`src/rtl/i2c_tgen_pkg.sv`:
```
package i2c_tgen_pkg;
  localparam int PRESC_W   = 4;
  localparam int DLY_W     = 4;
  localparam int CNT_W     = 8;
  localparam int LOW_LSB   = 0;
  localparam int HIGH_LSB  = 8;
  localparam int HOLD_LSB  = 16;
  localparam int SETUP_LSB = 20;
  localparam int PRESC_LSB = 28;

  typedef struct packed {
    logic [PRESC_W-1:0] presc;
    logic [DLY_W-1:0]   setup;
    logic [DLY_W-1:0]   hold;
    logic [CNT_W-1:0]   high;
    logic [CNT_W-1:0]   low;
  } tgen_cfg_t;

  typedef enum logic [1:0] {PH_IDLE, PH_LOW, PH_RISE, PH_HIGH} phase_e;

  function automatic tgen_cfg_t unpack_word(input logic [31:0] w);
    tgen_cfg_t c;
    c.presc = w[PRESC_LSB +: PRESC_W];
    c.setup = w[SETUP_LSB +: DLY_W];
    c.hold  = w[HOLD_LSB  +: DLY_W];
    c.high  = w[HIGH_LSB  +: CNT_W];
    c.low   = w[LOW_LSB   +: CNT_W];
    return c;
  endfunction
endpackage

```
`src/rtl/i2c_tgen_cfg.sv`:
```
module i2c_tgen_cfg
  import i2c_tgen_pkg::*;
(
  input  logic        clk,
  input  logic        rst_n,
  input  logic        enable,
  input  logic        cfg_we,
  input  logic [31:0] cfg_word,
  output tgen_cfg_t   cfg
);
  tgen_cfg_t cfg_q;
  logic      rsv_unused;

  assign rsv_unused = ^cfg_word[27:24];

  always_ff @(posedge clk or negedge rst_n) begin
    if (!rst_n) cfg_q <= '0;
    else if (cfg_we && !enable) cfg_q <= unpack_word(cfg_word);
  end

  assign cfg = cfg_q;


  cfg_lock_chk: assert property (@(posedge clk) disable iff (!rst_n)
    enable |=> $stable(cfg_q));
endmodule

```
`src/rtl/i2c_tgen_sync.sv`:
```
module i2c_tgen_sync #(
  parameter int   STAGES  = 2,
  parameter logic RST_VAL = 1'b1
) (
  input  logic clk,
  input  logic rst_n,
  input  logic d,
  output logic q
);
  generate
    if (STAGES <= 1) begin : g_single
      logic r;
      always_ff @(posedge clk or negedge rst_n) begin
        if (!rst_n) r <= RST_VAL;
        else        r <= d;
      end
      assign q = r;
    end else begin : g_chain
      logic [STAGES-1:0] sh;
      always_ff @(posedge clk or negedge rst_n) begin
        if (!rst_n) sh <= {STAGES{RST_VAL}};
        else        sh <= {sh[STAGES-2:0], d};
      end
      assign q = sh[STAGES-1];
    end
  endgenerate
endmodule

```
`src/rtl/i2c_tgen_quantum.sv`:
```
module i2c_tgen_quantum #(
  parameter int PW = i2c_tgen_pkg::PRESC_W
) (
  input  logic          clk,
  input  logic          rst_n,
  input  logic          clear,
  input  logic [PW-1:0] presc,
  output logic          tick
);
  logic [PW-1:0] pc_q;

  assign tick = !clear && (pc_q == presc);

  always_ff @(posedge clk or negedge rst_n) begin
    if (!rst_n)                         pc_q <= '0;
    else if (clear || (pc_q == presc))  pc_q <= '0;
    else                                pc_q <= pc_q + PW'(1);
  end


  pc_bound_chk: assert property (@(posedge clk) disable iff (!rst_n)
    !clear |-> (pc_q <= presc));
endmodule

```
`src/rtl/i2c_tgen_phase.sv`:
```
module i2c_tgen_phase
  import i2c_tgen_pkg::*;
#(
  parameter int CW = CNT_W
) (
  input  logic      clk,
  input  logic      rst_n,
  input  logic      enable,
  input  tgen_cfg_t cfg,
  input  logic      scl_sync,
  input  logic      tick,
  output logic      qclear,
  output logic      drive_low,
  output logic      chg_stb,
  output logic      smp_stb
);
  phase_e        state_q, state_d;
  logic [CW-1:0] cnt_q, cnt_d;
  logic [CW-1:0] guard_idx, end_idx;
  logic          low_done, high_done, pulled;

  always_comb begin
    guard_idx = CW'(cfg.hold) + CW'(cfg.setup) + CW'(1);
    end_idx   = (CW'(cfg.low) >= guard_idx) ? CW'(cfg.low) : guard_idx;
  end

  assign low_done  = tick && (cnt_q == end_idx);
  assign high_done = tick && (cnt_q == CW'(cfg.high));
  assign pulled    = (state_q == PH_HIGH) && !scl_sync;

  always_comb begin
    state_d = state_q;
    unique case (state_q)
      PH_IDLE: state_d = PH_LOW;
      PH_LOW:  if (low_done) state_d = PH_RISE;
      PH_RISE: if (scl_sync) state_d = PH_HIGH;
      PH_HIGH: if (pulled || high_done) state_d = PH_LOW;
      default: state_d = PH_IDLE;
    endcase
    if (!enable) state_d = PH_IDLE;
  end

  always_comb begin
    if (state_d != state_q)                                  cnt_d = '0;
    else if (tick && (state_q inside {PH_LOW, PH_HIGH}))     cnt_d = cnt_q + CW'(1);
    else                                                     cnt_d = cnt_q;
  end

  always_ff @(posedge clk or negedge rst_n) begin
    if (!rst_n) begin
      state_q <= PH_IDLE;
      cnt_q   <= '0;
    end else begin
      state_q <= state_d;
      cnt_q   <= cnt_d;
    end
  end

  assign qclear    = (state_q == PH_IDLE) || (state_q == PH_RISE) || pulled;
  assign drive_low = (state_q == PH_LOW);
  assign chg_stb   = enable && (state_q == PH_LOW) && tick && (cnt_q == CW'(cfg.hold));
  assign smp_stb   = enable && (state_q == PH_RISE) && scl_sync;


  pull_restart_chk: assert property (@(posedge clk) disable iff (!rst_n)
    (pulled && enable) |=> (state_q == PH_LOW) && (cnt_q == '0));

  high_needs_line_chk: assert property (@(posedge clk) disable iff (!rst_n)
    ((state_q == PH_HIGH) && tick) |-> scl_sync);

  chg_in_low_chk: assert property (@(posedge clk) disable iff (!rst_n)
    chg_stb |-> drive_low);

  smp_enters_high_chk: assert property (@(posedge clk) disable iff (!rst_n)
    smp_stb |=> (state_q == PH_HIGH) || !enable);

  strobe_excl_chk: assert property (@(posedge clk) disable iff (!rst_n)
    !(chg_stb && smp_stb));

  chg_single_chk: assert property (@(posedge clk) disable iff (!rst_n)
    chg_stb |=> !chg_stb);
endmodule

```
`src/rtl/i2c_scl_timegen.sv`:
```
module i2c_scl_timegen
  import i2c_tgen_pkg::*;
#(
  parameter int SYNC_STAGES = 2
) (
  input  logic        clk,
  input  logic        rst_n,
  input  logic        enable,
  input  logic        cfg_we,
  input  logic [31:0] cfg_word,
  input  logic        scl_in,
  output logic        scl_drive_low,
  output logic        sda_change_stb,
  output logic        sda_sample_stb
);
  tgen_cfg_t cfg;
  logic      scl_sync, tick, qclear;

  i2c_tgen_cfg u_cfg (
    .clk(clk), .rst_n(rst_n), .enable(enable),
    .cfg_we(cfg_we), .cfg_word(cfg_word), .cfg(cfg)
  );

  i2c_tgen_sync #(.STAGES(SYNC_STAGES), .RST_VAL(1'b1)) u_sync (
    .clk(clk), .rst_n(rst_n), .d(scl_in), .q(scl_sync)
  );

  i2c_tgen_quantum #(.PW(PRESC_W)) u_quantum (
    .clk(clk), .rst_n(rst_n), .clear(qclear), .presc(cfg.presc), .tick(tick)
  );

  i2c_tgen_phase #(.CW(CNT_W)) u_phase (
    .clk(clk), .rst_n(rst_n), .enable(enable), .cfg(cfg),
    .scl_sync(scl_sync), .tick(tick), .qclear(qclear),
    .drive_low(scl_drive_low), .chg_stb(sda_change_stb), .smp_stb(sda_sample_stb)
  );


  disable_release_chk: assert property (@(posedge clk) disable iff (!rst_n)
    !enable |=> !scl_drive_low);

  idle_quiet_chk: assert property (@(posedge clk) disable iff (!rst_n)
    !enable |-> !sda_change_stb && !sda_sample_stb);

  smp_released_chk: assert property (@(posedge clk) disable iff (!rst_n)
    sda_sample_stb |-> !scl_drive_low);
endmodule

```
`config.mk`:
```
export PLATFORM = sky130hd
export DESIGN_NAME = i2c_scl_timegen
export DESIGN_NICKNAME = d
export VERILOG_FILES = /design/src/rtl/i2c_tgen_pkg.sv /design/src/rtl/i2c_tgen_cfg.sv /design/src/rtl/i2c_tgen_sync.sv /design/src/rtl/i2c_tgen_quantum.sv /design/src/rtl/i2c_tgen_phase.sv /design/src/rtl/i2c_scl_timegen.sv
export SDC_FILE = /design/constraint.sdc
export NUM_CORES = 1
export LEC_CHECK = 0
export BUFFER_PORTS_ARGS = -buffer_cell sky130_fd_sc_hd__buf_2
export CAP_MARGIN = 40
export CORE_MARGIN = 5
export CORE_UTILIZATION = 50
export DETAILED_ROUTE_END_ITERATION = 10
export PLACE_DENSITY = 0.74
export SKIP_CTS_REPAIR_TIMING = 1
export SLEW_MARGIN = 5
export SYNTH_ARGS = -nofsm -noshare
export SYNTH_HDL_FRONTEND = slang
export SYNTH_SLANG_ARGS = --single-unit
```
`constraint.sdc`:
```
create_clock -name clk -period 3.45 [get_ports clk]
set_clock_uncertainty 0.05 [all_clocks]
set_input_delay 0.5175 -clock clk [delete_from_list [all_inputs] [get_ports clk]]
set_output_delay 0.5175 -clock clk [all_outputs]
set_load 0.01 [all_outputs]
```
Word level (Yosys, flattened, before mapping)

Cells that the tools add are included.

Bits of input ports: 37
ROM bits: 0
RAM bits: 0
Register bits: 44
Memories kept: 0
Bits in latches: 0
Output and inout bits: 3
Word-level logic and storage cells: 52

Magnitude comparators: 1
Bitwise gates (word level): 0
$mul: 0
Reduce and logical (&&, ||, !) cells: 21
$add $sub $neg: 4
Eq/ne operators: 8
Shift operators: 0
Multiplexer cells: 9
Div/mod/pow operators: 0

Operators by type and width:

| operator            | count |
|---|---|
| $mux 8              | 3 |
| $add 8x1->8 const B | 2 |
| $eq 8x8->1          | 2 |
| $logic_and 1x1->1   | 11 |
| $eq 8x4->1          | 1 |
| $ge 8x8->1          | 1 |
| $mux 2              | 4 |
| $pmux 2 s4          | 1 |
| $add 4x4->5         | 1 |
| $add 4x1->4 const B | 1 |
| $eq 2x2->1 const B  | 2 |
| $eq 4x4->1          | 1 |
| $logic_or 1x1->1    | 4 |
| $mux 4              | 1 |
| $reduce_bool 2->1   | 2 |
| $logic_not 1->1     | 3 |
| $eq 2x1->1 const B  | 1 |
| $logic_not 2->1     | 1 |
| $ne 2x2->1          | 1 |

Longest topological paths before layout

Depth in word-level cells: 12
Mapped depth: 15
Gate-level depth less buffers: 14

Modules after synthesis

A second synthesis with hierarchy kept.

Cell total of the unflattened synthesis: 210
Area, all modules: 2628.8 µm²

By module, submodules not included:

| module           | area an instance (µm²) | times used | cells an instance |
|---|---|---|---|
| i2c_tgen_phase   | 1188.6                 | 1          | 130 |
| i2c_tgen_cfg     | 1164.9                 | 1          | 60 |
| i2c_tgen_quantum | 222.7                  | 1          | 18 |
| i2c_tgen_sync    | 52.6                   | 1          | 2 |

Worst setup path after synthesis

Ideal clock, no wire load.

Path kind: register -> register
From: register u_cfg.cfg_q, in the netlist u_cfg.cfg[16]
To: register u_phase.cnt_q[0]
Clock period less this slack: 3.647 ns
Data arrival time: 3.462 ns
Required time: 3.265 ns
Slack: -0.197 ns
Stages on the path, launching flop included: 16
Cell sequence: dfrtp_1 > ha_1 > fa_1 > a21o_1 > a21oi_1 > nor4_4 > inv_1 > ha_1 > a2111oi_4 > o21ai_0 > a31oi_1 > o32ai_1 > nor4_1 > o2111a_1 > buf_6 > a211oi_1

Word-level cells in the longest chain between the ends: 11

RTL lines:

| what                                        | RTL line             | text |
|---|---|---|
| start: declaration                          | i2c_tgen_cfg.sv:11   | `tgen_cfg_t cfg_q;` |
| start signal: assignment                    | i2c_tgen_cfg.sv:18   | `else if (cfg_we && !enable) cfg_q <= unpack_word(cfg_word);` |
| $add 4x4->5 *                               | i2c_tgen_phase.sv:23 | `guard_idx = CW'(cfg.hold) + CW'(cfg.setup) + CW'(1);` |
| $add 8x1->8 *                               | i2c_tgen_phase.sv:23 |  |
| $ge 8x8->1                                  | i2c_tgen_phase.sv:24 | `end_idx = (CW'(cfg.low) >= guard_idx) ? CW'(cfg.low) : guard_idx;` |
| $mux 8 *                                    | i2c_tgen_phase.sv:24 |  |
| $eq 8x8->1 *                                | i2c_tgen_phase.sv:27 | `assign low_done = tick && (cnt_q == end_idx);` |
| $logic_and 1x1->1 *                         | i2c_tgen_phase.sv:27 |  |
| $mux 2 *                                    | i2c_tgen_phase.sv:35 | `PH_LOW: if (low_done) state_d = PH_RISE;` |
| $pmux 2 s4 *                                | i2c_tgen_phase.sv:33 | `unique case (state_q)` |
| $mux 2 *                                    | i2c_tgen_phase.sv:40 | `if (!enable) state_d = PH_IDLE;` |
| $ne 2x2->1 *                                | i2c_tgen_phase.sv:44 | `if (state_d != state_q) cnt_d = '0;` |
| $mux 8 or $reduce_bool 2->1 (tied branches) | n/a                  |  |
| end signal: assignment                      | i2c_tgen_phase.sv:55 | `cnt_q <= cnt_d;` |
| end: declaration                            | i2c_tgen_phase.sv:18 | `logic [CW-1:0] cnt_q, cnt_d;` |

Mark *: on every way between the ends. The rest lies on a longest branch, timed or not.
A chain may end at the register's enable or synchronous reset.

Worst setup path in the final report

From: register u_cfg.cfg_q, in the netlist u_cfg.cfg[16]
To: register u_phase.cnt_q[5]

Same word-level chain as after synthesis.

==> flow_summary.json <==
{
  "status": "complete, but fails checks",
  "violations": "setup timing",
  "cts_num_sinks": 44,
  "hold_violations": 0,
  "layout_commonest_cell": "dfrtp_1",
  "start_util_pct": 50.8,
  "multi_input_area_sq_um": 1650,
  "antenna_found_initial": 0,
  "cts_made_buffers": 5,
  "syn_area_sq_um": 2760,
  "clockBufferDepth": 2,
  "mostFrequentLayoutCells": "dfrtp_1 (42), buf_2 (35), xnor2_1 (26), mux2_2 (25), buf_4 (20)",
  "criticalPathCategory": "flip-flop to flip-flop",
  "crit_fanout": 5,
  "wire_per_inst_microns": 16.0,
  "min_period_over_period_pct": 109,
  "rsz0062_at_grt": "yes",
  "grt_max_degree": 36,
  "drive_gt1_share_pct": 38.3,
  "relSlewSlack_pct": 65.9,
  "via_per_inst": 5.78,
  "synthDistinctLibCells": 52,
  "arrival_ns": 3.89,
  "port_buffers": 35,
  "dieArea_sq_um": 7110,
  "n_antenna_cell": 0,
  "ys_dominant_reg_cell": "dfrtp_1",
  "clk_pin_slew_ns": 0.09,
  "layout_setup_ws_ns": -0.320,
  "drc": 0,
  "cts_max_level": 2,
  "fin_cells": 385,
  "cts_tree": "done",
  "yosysWarnings": 0,
  "worst_pin_slew_ns": 0.505,
  "fin_crit_ns": 3.77,
  "grt_pass1_wl_microns": 10600,
  "core_area_sq_um": 5440,
  "grt.total_usage_pct": 18.2,
  "drt_wl_total_microns": 6180,
  "setup_viol": 10,
  "nets": 363,
  "die_y_microns": 84.3,
  "gp_congestion": 0.858,
  "p_per_area_nw_per_um2": 530,
  "pin_count": 40,
  "dp_hpwl_microns": 4570,
  "hold_class": "input port to async pin",
  "synth.avg_cell_area_sq_um": 10.7,
  "final-seq-area_sq_um": 1100,
  "ys_seq_area_share_pct": 39.9,
  "grt_pass1_vias": 2214,
  "vdd_drop_max_v": 0.000319,
  "dr.pass1.iters": 4,
  "synth_edf_count": 0,
  "endpoint_kind": "flip-flop",
  "initialDrtViolationCount": 200,
  "ys_ff_latch": 44,
  "clock_latency_ns": 0.30,
  "syn_nets": 308,
  "row_count": 27,
  "cap_viol_max_count": 0,
  "syn2layout_area_growth_pct": 22.0,
  "worstPathRequired_ns": 3.57,
  "fp.dieW_microns": 84.3,
  "cp-start-kind": "flip-flop",
  "synth_async_sr_flop_share_pct": 100,
  "timing.setup.tns_ns": -3.14,
  "place_inst": 376,
  "leakagePower_uw": 0.00141,
  "grt_overflow": 0,
  "ant_nets": 0,
  "fmax_mhz": 265,
  "syn_inst": 257,
  "clockRootBuffer": "clkbuf_8",
  "fill_cells": 458,
  "report.final.slew_viol_count": 0,
  "vias": 2224
}
final cells by class:
type	count	area share (%)
inverter	10	1.11
sequential	44	32.8
clock buffer	6	2.15
tap	72	2.67
clock inverter	2	1.04
timing repair buffer	59	11.3
multi-input combinational	192	49.0
power breakdown:
part | total [uW] | internal (uW) | switching [uW]
clock | 396 | 215 | 181
combinational | 755 | 383 | 372
sequential | 634 | 573 | 61.3
total | 1790 | 1170 | 614
flip-flops by register name, indices dropped and copies added (netlist names):
name,cells
u_cfg.cfg,28
u_phase.cnt_q,8
u_quantum.pc_q,4
u_phase.state_q,2
u_sync.g_chain.sh,2
cells by family after synthesis:
logic type,share of synthesized area [%]
muxes,10.6
and+or+nand+nor,13.2
AOI/OAI and AO/OA,14.5
DFF,39.9
buffers and inverters,3.26
xor gates and xnor gates,11.9
adders and majority gates,6.61
Yosys cell counts, types with 7 or more instances:
master	instances	area (sq um)
nor2_1	11	41.3
mux2_2	25	282
inv_1	10	37.5
clkbuf_1	7	26.3
xor2_1	7	61.3
o21ai_0	9	45.0
a211oi_1	8	60.1
dfrtp_1	42	1050
nand2_1	18	67.6
xnor2_1	26	228
ha_1	13	163
nand3_1	9	45.0
critical path, cell delays in order (launching register included):
cell      delay, ns
dfrtp_1        0.39
ha_2           0.20
fa_2           0.53
and2_4         0.17
nand2_4        0.06
nor4_4         0.37
inv_2          0.08
ha_4           0.25
a2111o_1       0.51
buf_6          0.16
nand2_1        0.05
a21oi_1        0.07
nor4_2         0.28
o2111a_2       0.27
buf_6          0.12
a211oi_1       0.07
per-layer routing:
metal	global-route usage, %	vias to the layer above	routed length [microns]
met3	3.63	14	330
met5	0	-	0
met4	4.89	0	111
li1	-	1045	-
met2	29.3	72	2970
met1	25.0	1093	2760
worst paths after layout:
kind / slack, ns / from / end / depth (start not counted)
hold / removal: 0.03 / rst_n / u_cfg.cfg[4] / 1
hold reg to reg: 0.31 / u_sync.g_chain.sh[0] / u_sync.g_chain.sh[1] / 0
max in group asynchronous: 2.78 / rst_n / u_sync.g_chain.sh[1] / 2
min in group clk: 0.26 / scl_in / u_sync.g_chain.sh[0] / 1
setup reg to reg: -0.32 / u_cfg.cfg[16] / u_phase.cnt_q[5] / 15
setup / recovery: -0.32 / u_cfg.cfg[16] / u_phase.cnt_q[5] / 15
stage by stage:
step	hold slack, ns	setup WS (ns)	utilization (%)	area (sq um)	total power (uW)
after floorplan	0.172	0.000385	-	2790	1120
after global placement	0.297	-0.163	58.3	3170	1330
after detailed placement	0.298	-0.244	58.6	3190	1360
after CTS	0.0238	-0.260	60.6	3300	1760
after global routing	0.0410	-0.506	62.0	3370	1900
final	0.0267	-0.320	62.0	3370	1790
Power figures use the tool's default switching activity.
